File: src/rtl/ext_irq_pkg.sv
package ext_irq_pkg;
  typedef enum logic {
    TRIG_LEVEL = 1'b0,
    TRIG_EDGE  = 1'b1
  } trig_mode_e;

  localparam logic PIN_IDLE = 1'b1;
endpackage

File: src/rtl/irq_glitch_filter.sv
module irq_glitch_filter #(
  parameter int STABLE_CLKS = 3
) (
  input  logic clk,
  input  logic rst_n,
  input  logic raw_n,
  output logic clean_n
);
  import ext_irq_pkg::*;
  localparam int CW = $clog2(STABLE_CLKS + 1);
  localparam logic [CW-1:0] LAST = CW'(STABLE_CLKS - 1);

  logic [CW-1:0] run_cnt;

  // a differing level must persist STABLE_CLKS clocks before it is accepted
  always_ff @(posedge clk or negedge rst_n) begin
    if (!rst_n) begin
      clean_n <= PIN_IDLE;
      run_cnt <= '0;
    end else if (raw_n == clean_n) begin
      run_cnt <= '0;
    end else if (run_cnt == LAST) begin
      clean_n <= raw_n;
      run_cnt <= '0;
    end else begin
      run_cnt <= run_cnt + 1'b1;
    end
  end
endmodule

File: src/rtl/irq_pin_sampler.sv
module irq_pin_sampler (
  input  logic clk,
  input  logic rst_n,
  input  logic strobe,
  input  logic pin_n,
  input  logic mode_wr,
  output logic smp_n,
  output logic fall
);
  import ext_irq_pkg::*;
  logic prev_n;
  logic fresh;

  always_ff @(posedge clk or negedge rst_n) begin
    if (!rst_n) begin
      smp_n  <= PIN_IDLE;
      prev_n <= PIN_IDLE;
      fresh  <= 1'b0;
    end else begin
      fresh <= strobe;
      if (strobe) begin
        smp_n  <= pin_n;
        prev_n <= smp_n;
      end else if (mode_wr) begin
        prev_n <= smp_n;
      end
    end
  end

  // a falling pair is reported once, in the clock after the strobe
  assign fall = fresh & prev_n & ~smp_n & ~mode_wr;
endmodule

File: src/rtl/irq_req_flag.sv
module irq_req_flag (
  input  logic clk,
  input  logic rst_n,
  input  ext_irq_pkg::trig_mode_e mode,
  input  logic smp_n,
  input  logic fall,
  input  logic ack,
  output logic flag
);
  import ext_irq_pkg::*;
  logic sticky;

  always_ff @(posedge clk or negedge rst_n) begin
    if (!rst_n)               sticky <= 1'b0;
    else if (mode != TRIG_EDGE) sticky <= 1'b0;
    else if (fall)            sticky <= 1'b1;
    else if (ack)             sticky <= 1'b0;
  end

  assign flag = (mode == TRIG_EDGE) ? sticky : ~smp_n;
endmodule

File: src/rtl/ext_irq_cond.sv
module ext_irq_cond #(
  parameter int N_PINS    = 2,
  parameter int FILT_PIN  = 1,
  parameter int FILT_CLKS = 3
) (
  input  logic              clk,
  input  logic              rst_n,
  input  logic              mc_strobe,
  input  logic [N_PINS-1:0] pin_n,
  input  logic [N_PINS-1:0] edge_mode,
  input  logic [N_PINS-1:0] mode_wr,
  input  logic [N_PINS-1:0] irq_en,
  input  logic [N_PINS-1:0] ack,
  input  logic              sleep,
  output logic [N_PINS-1:0] req_flag,
  output logic [N_PINS-1:0] irq_out,
  output logic              wake
);
  import ext_irq_pkg::*;

  logic [N_PINS-1:0] pin_clean_n;
  logic [N_PINS-1:0] smp_n;
  logic [N_PINS-1:0] fall;
  logic [N_PINS-1:0] lvl_wake;

  for (genvar i = 0; i < N_PINS; i++) begin : g_pin
    if (i == FILT_PIN) begin : g_filt
      irq_glitch_filter #(.STABLE_CLKS(FILT_CLKS)) u_filt (
        .clk(clk), .rst_n(rst_n), .raw_n(pin_n[i]), .clean_n(pin_clean_n[i])
      );
    end else begin : g_direct
      assign pin_clean_n[i] = pin_n[i];
    end

    irq_pin_sampler u_smp (
      .clk(clk), .rst_n(rst_n), .strobe(mc_strobe), .pin_n(pin_clean_n[i]),
      .mode_wr(mode_wr[i]), .smp_n(smp_n[i]), .fall(fall[i])
    );

    irq_req_flag u_flag (
      .clk(clk), .rst_n(rst_n), .mode(trig_mode_e'(edge_mode[i])),
      .smp_n(smp_n[i]), .fall(fall[i]), .ack(ack[i]), .flag(req_flag[i])
    );

    assign lvl_wake[i] = irq_en[i] & ~edge_mode[i] & ~smp_n[i];
  end

  assign irq_out = req_flag & irq_en;
  assign wake    = sleep & (|lvl_wake);
endmodule

File: config.mk
export PLATFORM = sky130hd
export DESIGN_NAME = ext_irq_cond
export DESIGN_NICKNAME = d
export VERILOG_FILES = /design/src/rtl/ext_irq_pkg.sv /design/src/rtl/irq_glitch_filter.sv /design/src/rtl/irq_pin_sampler.sv /design/src/rtl/irq_req_flag.sv /design/src/rtl/ext_irq_cond.sv
export SDC_FILE = /design/constraint.sdc
export NUM_CORES = 1
export LEC_CHECK = 0
export ABC_AREA = 1
export BUFFER_PORTS_ARGS = -buffer_cell sky130_fd_sc_hd__buf_2
export CORE_AREA = 3 3 40 42
export DETAILED_ROUTE_END_ITERATION = 7
export DIE_AREA = 0 0 43 45
export GPL_TIMING_DRIVEN = 0
export SLEW_MARGIN = 30
export SYNTH_ARGS = -nofsm -noshare
export SYNTH_HDL_FRONTEND = slang
export SYNTH_SLANG_ARGS = --single-unit
export TNS_END_PERCENT = 1
File: constraint.sdc
create_clock -name clk -period 0.8 [get_ports clk]
set_input_delay 0.04 -clock clk [delete_from_list [all_inputs] [get_ports clk]]
set_output_delay 0.04 -clock clk [all_outputs]
set_load 0.05 [all_outputs]
==> qor.csv <==
metric;value;unit
crit share post-route;145;%
Min Clock Period, post-route;1.16;ns
Hold WC Path Type;in2reg;
Simple-Gate Fraction of Synth Area;24.5;%
worst-margin pin slew;0.219;ns
mux share of post-synthesis cell area;0;%
worst skew pair latency;0.25;ns
Power Total;0.00183;W
post-route antenna net violation count;0;
Max-cap violations;0;
vias in the first global route;454;
Die ar.;0.00194;mm2
distinct cell type count after synthesis;13;
total wire length;946;um
Total GRT Usage;12.5;%
adder and majority gate portion of the synthesized area;0;%
WP data arrival;1.12;ns
CTS H-Tree Depth;1;
Setup crit end kind;output pin;
NumNets Final;98;
Synth Instances;58;
row count;13;
ANT cells;0;
Slew Limit Fails;0;
# IOs;19;
RSZ-0062 raised after global routing;yes;
clk buf depth;2;
Root Driver;clkbuf_4;
hpwl dp;741;um
Detailed Route Iter0 Violations;1;
Net Count, Synth;72;
worst flop-to-flop path startpoint;g_pin[0].u_smp.smp_n;
largest net degree at the start of global routing;11;
routed vias/inst;4.60;
first-pass GRT wire length;1760;um
DR WL/cell;9.65;um
largest family of logic cells by synthesized area;simple AND/OR/NAND/NOR gates;
Post-Route Utilization;58.8;%
PD cells;2420;mW/mm2
pre-CTS setup slack;-0.291;ns
area grow syn2layout;58.9;%
Syn. warnings;0;
Post-route DRC;0;
TritonRoute pass-1 iters;4;
CTS clk-pin slew, worst paths;0.07;ns
layout cells sized above 1;51.8;%
kind of start point of the critical path;flip-flop;
initial antenna violation count;0;
die width;43;um
post-place instance area;632;um2
Design Area, Final;756;um2
post-synthesis xor/xnor area fraction;1.84;%
IO buf count;18;
worst setup margin;-0.363;ns
GPL Wtd Cong;0.630;
Max FO, Critical Path;2;
Max Clock Freq;860;MHz
Die Ht;45;um
Hold Path Origin;mc_strobe;
Layout fillers;120;
status;complete, but fails checks;
Core ar.;0.00128;mm2
CP startpoint;g_pin[1].u_smp.smp_n;
GRT overflow;0;
DR vias;451;
number of CTS-inserted buffers;3;
Initial Util;37.0;%
area of the mapped netlist;475;um2
critical path required time;0.76;ns
register area share after synthesis;53.9;%
failing checks;negative setup slack;
WS Path Type;reg2out;
Synth Area in Compound Gates;9.47;%
flops & latches, synth;10;
leakage power;0.384;nW
final hold viol count;0;
CTS sink count;10;
Worst slew margin;85.4;%
Clock Skews;0.00437;ns
synthesized area per cell;8.20;um2
Max IR drop VDD;1.36;mV
final setup vio count;12;
CTS tree;built;
registers in the layout, indices dropped and copies added (netlist names):
| register | flops |
|---|---|
| g_pin.u_smp.smp_n | 2 |
| g_pin.u_smp.prev_n | 2 |
| g_pin.g_filt.u_filt.run_cnt | 2 |
| g_pin.g_filt.u_filt.clean_n | 1 |
| g_pin.u_smp.fresh | 1 |
| g_pin.u_flag.sticky | 2 |
path summary, 6_finish.rpt:
check,to,depth (start not counted),slack [ns]
worst max-delay path,req_flag[1],4,-0.36
worst min-delay path,g_pin[0].u_smp.smp_n,2,0.02
worst max register to register,g_pin[0].u_smp.prev_n,3,-0.10
max in group asynchronous,g_pin[1].g_filt.u_filt.clean_n,2,0.38
worst min register to register,g_pin[1].u_smp.prev_n,2,0.47
min in group asynchronous,g_pin[1].u_flag.sticky,2,0.16
cell type report:
cell class,count,area (um2),share of cell area (%)
Clock buffer,4,36.3,4.80
Inverter,9,33.8,4.47
Multi-Input combinational cell,37,236,31.3
Sequential cell,10,256,33.9
Tap cell,15,18.8,2.48
Timing Repair Buffer,23,174,23.0
placed cells by master (no fill, tap or decap), drive strengths merged:
cell type / count
a21boi: 2
o21ai: 5
nand3: 1
xnor2: 1
buf: 20
nor2: 7
nand2: 16
a21oi: 1
inv: 9
clkbuf: 4
or2: 2
dfrtp: 5
nand4: 2
dlygate4sd3: 3
dfstp: 5
cell usage after synthesis (all sizes together):
cell | n | area share (%)
nand3 | 1 | 1.1
buf | 2 | 3.2
nand4 | 2 | 2.6
xnor2 | 1 | 1.8
or2 | 2 | 2.6
a21boi | 2 | 3.2
dfrtp | 5 | 26
dfstp | 5 | 28
o21ai | 5 | 5.3
nand2 | 16 | 13
a21oi | 1 | 1.1
nor2 | 7 | 5.5
inv | 9 | 7.1
stage by stage:
stage,instances,hold slack [ns],setup TNS (ns)
after global routing,98,0.0350,-2.87
final,98,0.0175,-2.24
after floorplan,58,-0.256,-0.494
after detailed placement,91,-0.0859,-1.18
after global placement,91,-0.0864,-1.15
after CTS,98,0.0157,-2.35
logic make-up (layout without fill, tap and decap cells):
kind of cell / after synthesis / count (layout)
simple gates: 28 / 28
buf+inv: 11 / 36
flops: 10 / 10
compound gates: 8 / 8
xor+xnor: 1 / 1
layer usage:
layer	vias to the layer above	wire, um	track usage (%)
li1	228	-	-
met1	207	407	13.8
met2	14	456	22.5
met3	2	70	3.59
met4	0	12	5.42
met5	-	0	0
timing repair:
action	CTS	global route
buffers inserted	2	0
endpoints found under the hold margin	12	0
hold buffers	3	0
pin swaps	3	0
gates resized for setup	24	1
setup endpoints to repair	13	14
critical path: stages (launching register included):
cell,delay [ns]
dfstp_2,0.54
nor2_2,0.05
inv_2,0.07
nand2_2,0.06
buf_8,0.15
where the power goes:
group | switching [W] | internal (W)
clock | 0.000161 | 0.000276
sequential | 0.0000734 | 0.000682
combinational | 0.000362 | 0.000274
Power figures use the tool's default switching activity.
